--- src/rtl/ser_pkg.sv ---
package ser_pkg;

    localparam int WORD_W  = 10;
    localparam int FRAME_W = WORD_W + 2;
    localparam int HALF_W  = FRAME_W / 2;

    typedef logic [WORD_W-1:0]  word_t;
    typedef logic [FRAME_W-1:0] frame_t;

    typedef enum logic {
        KIND_DATA = 1'b0,
        KIND_SYNC = 1'b1
    } frame_kind_e;

    // Transmit order is bit 0 first: start (1), data LSB first, stop (0).
    function automatic frame_t make_data_frame(word_t w);
        return {1'b0, w, 1'b1};
    endfunction

    // First half ones, second half zeros.
    function automatic frame_t make_sync_frame();
        frame_t f;
        for (int i = 0; i < FRAME_W; i++) begin
            f[i] = (i < HALF_W);
        end
        return f;
    endfunction

endpackage

--- src/rtl/ser_capture.sv ---
module ser_capture
    import ser_pkg::*;
(
    input  logic  clk,
    input  logic  rst,
    input  logic  word_clk,
    input  logic  edge_sel,
    input  word_t data_in,
    output word_t word_q
);
    logic wclk_q;
    logic hit;

    always_comb begin
        if (edge_sel) hit = word_clk & ~wclk_q;
        else          hit = ~word_clk & wclk_q;
    end

    always_ff @(posedge clk) begin
        if (rst) begin
            wclk_q <= 1'b0;
            word_q <= '0;
        end else begin
            wclk_q <= word_clk;
            if (hit) word_q <= data_in;
        end
    end
endmodule

--- src/rtl/ser_lock_timer.sv ---
module ser_lock_timer #(
    parameter int LOCK_WORDS = 510
) (
    input  logic clk,
    input  logic rst,
    input  logic pwr_on,
    input  logic frame_tick,
    output logic locked
);
    localparam int CW = $clog2(LOCK_WORDS + 1);
    localparam logic [CW-1:0] LAST = CW'(LOCK_WORDS - 1);

    logic [CW-1:0] cnt;

    always_ff @(posedge clk) begin
        if (rst || !pwr_on) begin
            cnt    <= '0;
            locked <= 1'b0;
        end else if (frame_tick && !locked) begin
            if (cnt == LAST) locked <= 1'b1;
            else             cnt    <= cnt + 1'b1;
        end
    end
endmodule

--- src/rtl/ser_sync_ctrl.sv ---
module ser_sync_ctrl
    import ser_pkg::*;
#(
    parameter int MIN_SYNC = 1024
) (
    input  logic        clk,
    input  logic        rst,
    input  logic        pwr_on,
    input  logic        frame_tick,
    input  logic        sync_req,
    output frame_kind_e next_kind
);
    localparam int SW = $clog2(MIN_SYNC + 1);
    localparam logic [SW-1:0] RELOAD = SW'(MIN_SYNC - 1);

    logic [SW-1:0] remain;

    assign next_kind = (sync_req || remain != '0) ? KIND_SYNC : KIND_DATA;

    always_ff @(posedge clk) begin
        if (rst || !pwr_on) begin
            remain <= '0;
        end else if (frame_tick) begin
            if (sync_req)            remain <= RELOAD;
            else if (remain != '0)   remain <= remain - 1'b1;
        end
    end
endmodule

--- src/rtl/ser_shifter.sv ---
module ser_shifter
    import ser_pkg::*;
(
    input  logic        clk,
    input  logic        rst,
    input  logic        frame_tick,
    input  frame_kind_e kind,
    input  word_t       word,
    output frame_t      frame_bits
);
    always_ff @(posedge clk) begin
        if (rst) begin
            frame_bits <= '0;
        end else if (frame_tick) begin
            frame_bits <= (kind == KIND_SYNC) ? make_sync_frame()
                                              : make_data_frame(word);
        end else begin
            frame_bits <= frame_bits >> 1;
        end
    end
endmodule

--- src/rtl/embclk_serializer.sv ---
module embclk_serializer
    import ser_pkg::*;
#(
    parameter int LOCK_WORDS = 510,
    parameter int MIN_SYNC   = 1024
) (
    input  logic              clk,
    input  logic              rst,
    input  logic              frame_tick,
    input  logic              word_clk,
    input  logic              edge_sel,
    input  logic [WORD_W-1:0] data_in,
    input  logic              sync_a,
    input  logic              sync_b,
    input  logic              out_en,
    input  logic              pwr_on,
    output logic              ser_out,
    output logic              drive_en
);
    word_t       word_q;
    frame_kind_e kind;
    frame_t      frame_bits;
    logic        locked;

    ser_capture u_capture (
        .clk      (clk),
        .rst      (rst),
        .word_clk (word_clk),
        .edge_sel (edge_sel),
        .data_in  (data_in),
        .word_q   (word_q)
    );

    ser_sync_ctrl #(.MIN_SYNC(MIN_SYNC)) u_sync (
        .clk        (clk),
        .rst        (rst),
        .pwr_on     (pwr_on),
        .frame_tick (frame_tick),
        .sync_req   (sync_a | sync_b),
        .next_kind  (kind)
    );

    ser_lock_timer #(.LOCK_WORDS(LOCK_WORDS)) u_lock (
        .clk        (clk),
        .rst        (rst),
        .pwr_on     (pwr_on),
        .frame_tick (frame_tick),
        .locked     (locked)
    );

    ser_shifter u_shift (
        .clk        (clk),
        .rst        (rst),
        .frame_tick (frame_tick),
        .kind       (kind),
        .word       (word_q),
        .frame_bits (frame_bits)
    );

    assign drive_en = locked & pwr_on & out_en;
    assign ser_out  = drive_en & frame_bits[0];
endmodule

--- config.mk ---
export PLATFORM = sky130hd
export DESIGN_NAME = embclk_serializer
export DESIGN_NICKNAME = d
export VERILOG_FILES = /design/src/rtl/ser_pkg.sv /design/src/rtl/ser_capture.sv /design/src/rtl/ser_lock_timer.sv /design/src/rtl/ser_sync_ctrl.sv /design/src/rtl/ser_shifter.sv /design/src/rtl/embclk_serializer.sv
export SDC_FILE = /design/constraint.sdc
export NUM_CORES = 1
export LEC_CHECK = 0
export ABC_AREA = 1
export BUFFER_PORTS_ARGS = -buffer_cell sky130_fd_sc_hd__buf_4
export CAP_MARGIN = 30
export CORE_MARGIN = 10
export CORE_UTILIZATION = 59
export CTS_CLUSTER_SIZE = 30
export DETAILED_ROUTE_END_ITERATION = 10
export PLACE_DENSITY = 0.79
export SYNTH_ARGS = -nofsm -noshare
export SYNTH_HDL_FRONTEND = slang
export SYNTH_HIERARCHICAL = 1
export SYNTH_SLANG_ARGS = --single-unit
--- constraint.sdc ---
create_clock -name clk -period 1.8 [get_ports clk]
set_input_delay 0.36 -clock clk [delete_from_list [all_inputs] [get_ports clk]]
set_output_delay 0.36 -clock clk [all_outputs]
set_load 0.01 [all_outputs]
; ---- Word level (Yosys, flattened, before mapping)
; Index checks and enable logic that the tools add are counted.
[totals]
out_inout_bits = 2
latch_bits = 0
reg_bits = 44
elab_cells = 37
n_memories = 0
ramBits = 0
rom_bits = 0
in_bits = 19
[op_classes]
bitwise = 10
div = 0
multipliers = 0
shifts = 0
muxes = 6
eq_ne = 1
addsub = 2
n_reduce_logical = 11
magnitude_cmp = 0
[op_table]
columns = op, count
row1 = $mux W11, 4
row2 = $reduce_bool A11 Y1, 1
row3 = $sub A11 B1 Y11 const B, 1
row4 = $add A9 B1 Y9 const B, 1
row5 = $eq A9 B9 Y1 const B, 1
row6 = $reduce_and A2 Y1, 3
row7 = $and A1 B1 Y1, 5
row8 = $not A1 Y1, 4
row9 = $logic_not A1 Y1, 2
row10 = $logic_or A1 B1 Y1, 2
row11 = $mux W1, 2
row12 = $reduce_bool A2 Y1, 1
row13 = $reduce_or A2 Y1, 1
row14 = $logic_and A1 B1 Y1, 1
row15 = $or A1 B1 Y1, 1

; ---- Longest topological paths before layout
[depth]
word_depth = 5
ltp_mapped = 10
ltp_nobuf = 10

; ---- Modules after synthesis
; The synthesis kept the hierarchy.
[modules_own_cells]
columns = module, n_inst, cells_each, seq_area_each_um2, area_per_inst_um2
row1 = ser_sync_ctrl, 1, 112, 220.2, 706.9
row2 = ser_lock_timer, 1, 98, 200.2, 626.9
row3 = ser_capture, 1, 72, 220.2, 559.3
row4 = ser_shifter, 1, 49, 220.2, 399.1
row5 = embclk_serializer, 1, 5, 0.0, 22.5

; ---- Worst setup path before layout
; Ideal clock, no wire load.
[synth_path]
kind = in2reg
startpoint = input sync_b
endpoint = register u_shift.frame_bits[1]
cell_stages = 9
n_path_buf = 0
arrival_time_ps = 1347
setup_ps = 117
setup_slack_ps = 336
required_ps = 1683
path_cell_list = or2_1 inv_2 nand3_2 inv_2 nand2_4 inv_1 nand2_1 nor2_1 nor2_1
[synth_via]
elab_chain_cells = 5
[synth_lines]
columns = element, line
row1 = "start, declared", embclk_serializer.sv:14  ; input logic sync_b,
row2 = $or A1 B1 Y1, embclk_serializer.sv:39  ; .sync_req (sync_a | sync_b),
row3 = $logic_or A1 B1 Y1, ser_sync_ctrl.sv:18  ; assign next_kind = (sync_req || remain != '0) ? KIND_SYNC : KIND_DATA;
row4 = $mux W1, ser_sync_ctrl.sv:18
row5 = named net kind, embclk_serializer.sv:21  ; frame_kind_e kind;
row6 = $mux W11, ser_shifter.sv:15  ; frame_bits <= (kind == KIND_SYNC) ? make_sync_frame()
row7 = $mux W11, ser_shifter.sv:14  ; end else if (frame_tick) begin
row8 = "end signal, assigned", ser_shifter.sv:15
row9 = "end signal, assigned", ser_shifter.sv:18  ; frame_bits <= frame_bits >> 1;
row10 = "end, declared", ser_shifter.sv:9  ; output frame_t frame_bits
; The timed path passes the listed nets, and every way through them passes these cells.
; A chain may end at the register's enable or synchronous reset.

; ---- Final worst setup path
[layout_path]
startpoint = register u_sync.remain[0]
endpoint = register u_shift.frame_bits[3]
[layout_via]
elab_chain_cells = 5
[layout_lines]
columns = element, line
row1 = "start, declared", ser_sync_ctrl.sv:16  ; logic [SW-1:0] remain;
row2 = "start signal, assigned", ser_sync_ctrl.sv:25  ; else if (remain != '0) remain <= remain - 1'b1;
row3 = $reduce_bool A11 Y1, ser_sync_ctrl.sv:18
row4 = $logic_or A1 B1 Y1, ser_sync_ctrl.sv:18
row5 = $mux W1, ser_sync_ctrl.sv:18
row6 = named net kind, embclk_serializer.sv:21
row7 = $mux W11, ser_shifter.sv:15
row8 = $mux W11, ser_shifter.sv:14
; The timed path passes the listed nets, and every way through them passes these cells.

==> metrics.md <==
| Metric | Value |
|---|---|
| Kind of critical path | flip-flop to flip-flop |
| Least-Margin Pin Slew | 0.474 ns |
| GRT overflow | 0 |
| Max_slew headroom | 68.4% |
| CP Capture Type | flip-flop |
| Die extent in x | 82.5 um |
| Gpl congestion | 0.826 |
| Clk slew on worst S/H paths | 0.08 ns |
| Vias per cell | 5.02 |
| Setup slack at placement | 0.257 ns |
| Initial antenna violation count | 0 |
| Filler cells | 302 |
| DP Wirelength | 3.15 mm |
| Post-Route WL | 4.23 mm |
| Hold_buf cts | 0 |
| Crit Reg-Reg Endpoint | u_shift/frame_bits[3] |
| Starting Density | 62.0% |
| Crit path DAT | 1.73 ns |
| DRC violations left | 0 |
| Antenna diodes | 0 |
| Synthesis-to-finish area growth | 11.9% |
| Hold Fails Final Rpt | 0 |
| Clock Path Buffers | 2 |
| Clock Latency Late Sink | 0.29 ns |
| Layout cell share with drive strength beyond 1 | 19.0% |
| PnR worst setup slack | 0.262 ns |
| Critical path peak fanout | 6 |
| Crit-path max cell delay | 0.33 ns |
| Status | completed |
| First-pass GRT wire length | 7.12 mm |
| Clock root cell | clkbuf_8 |
| Setup repair bufs after CTS | 0 |
| Post_cts resized | 0 |
| Row cnt | 22 |
| Setup TNS | 0 ns |
| Seq. cell area | 861 sq um |
| Min-Delay Path Class | input pin to flip-flop |
| Die Area | 6800 sq um |
| Final setup vio count | 0 |
| RSZ-0062 raised after global routing | false |
| WHS Endpoint | u_capture/word_q[6] |
| Total number of vias | 2034 |
| Avg Inst Size Synth | 6.90 sq um |
| Max Cap Viol | 0 |
| Yosys warns | 6 |
| Num CTS Buffers | 5 |
| Pre-Repair DR Iteration Count | 4 |
| Layout Skew | 0.00397 ns |
| Critical Path RT | 1.99 ns |
| Final period util | 85.5% |
| Worst VDD drop | 0.000613 V |
| CTS tree | done |
| Pin count of the biggest net entering global routing | 21 |
| Max Clk Rate | 650 MHz |
| Clk sink count | 43 |
| H-tree depth | 2 |
| CORE AREA | 3720 sq um |
| Layout Nets | 379 |
| Die H | 82.5 um |
| P_leak | 1.27 nW |
| Vias in the first global route | 1691 |
| Post-Synthesis Cell Area | 2300 sq um |
| Iteration-0 DRC Markers | 109 |
| R2R Setup Slk | 0.26 ns |
| I/O pin cnt | 21 |
| Area of the multi-input gates | 1170 sq um |
| Remaining antenna violation count | 0 |
| Max-slew violations | 0 |
| RR Startpoint | u_sync/remain[0] |
| Port bufs | 20 |
| Post-Syn Nets | 356 |
| Slowest-stage cell, CP | dfxtp_1 |
| Hold Crit Start | data_in[6] |
| Pwr dens | 795 nW/um^2 |
| Tmin final | 1.54 ns |
| Hold depth | 3 |
| CP Cell Sequence | inv_1, ha_1, nand2_2, nor2_4, nand2_4, inv_1, nand2_1, nor2_1, nor2_1 |
| Cells after Synth | 334 |
| Wire per inst | 10.5 um |
| Final Power | 2.05 mW |
| Path depth of the worst reg2reg path | 9 |
| GR Util All Layers | 13.1% |
| CP Launch Type | flip-flop |
[per-stage QoR]
step	std cells	hold WS (ns)	utilization (%)	instance area [sq um]
after detailed placement	398	0.415	66.5	2470
final	405	0.279	69.4	2580
after floorplan	334	0.404	-	2300
after global routing	405	0.277	69.4	2580
after global placement	398	0.412	66.5	2470
after CTS	405	0.273	69.4	2580
[report_power, final]
group          internal [mW]  leakage, nW  switching, mW
Combinational          0.123        0.868          0.179
Sequential             0.995        0.352         0.0263
Clock                  0.405       0.0502          0.321
Total                   1.52         1.27          0.526
[state kept, by name, indices dropped and copies added, names as in the netlist]
name / flops
u_capture/wclk_q: 1
u_capture/word_q: 10
u_lock/cnt: 9
u_lock/locked: 1
u_shift/frame_bits: 11
u_sync/remain: 11
[area by class of cell]
type,count,area share (%)
multi-input combinational,228,45.3
clock inverter,2,1.46
timing repair buffer,23,6.70
clock buffer,5,2.67
sequential,43,33.4
inverter,56,8.16
tap,48,2.33
[worst max-delay path by stage]
stage,depth (start not counted),from,endpoint
floorplan,9,sync_b,u_shift/frame_bits[1]
global placement,10,sync_b,u_shift/frame_bits[1]
detailed placement,10,sync_b,u_shift/frame_bits[3]
CTS,9,u_sync/remain[0],u_shift/frame_bits[5]
global route,9,u_sync/remain[0],u_shift/frame_bits[2]
finish,9,u_sync/remain[0],u_shift/frame_bits[3]
[layout by cell type (no fill, tap or decap), drive strengths merged, types with 2 or more instances in the layout]
master / instances
nand2: 85
inv: 55
nor2: 53
dfxtp: 43
nand3: 40
buf: 23
a21oi: 22
nand4: 11
o21ai: 9
clkbuf: 5
ha: 3
or2: 2
[critical path, delay by kind of cell, from the launching register on]
family	cells	cell delay [ns]
DFF	1	0.33
buffers and inverters	2	0.20
and+or+nand+nor	6	0.63
adders and majority gates	1	0.28
[per-layer routing]
metal	GRT usage (%)	share of wire [%]
met1	15.5	47
met4	5.10	1.6
met2	21.4	47
met5	0	0
met3	4.32	4.0
(Power assumes the default switching activity.)
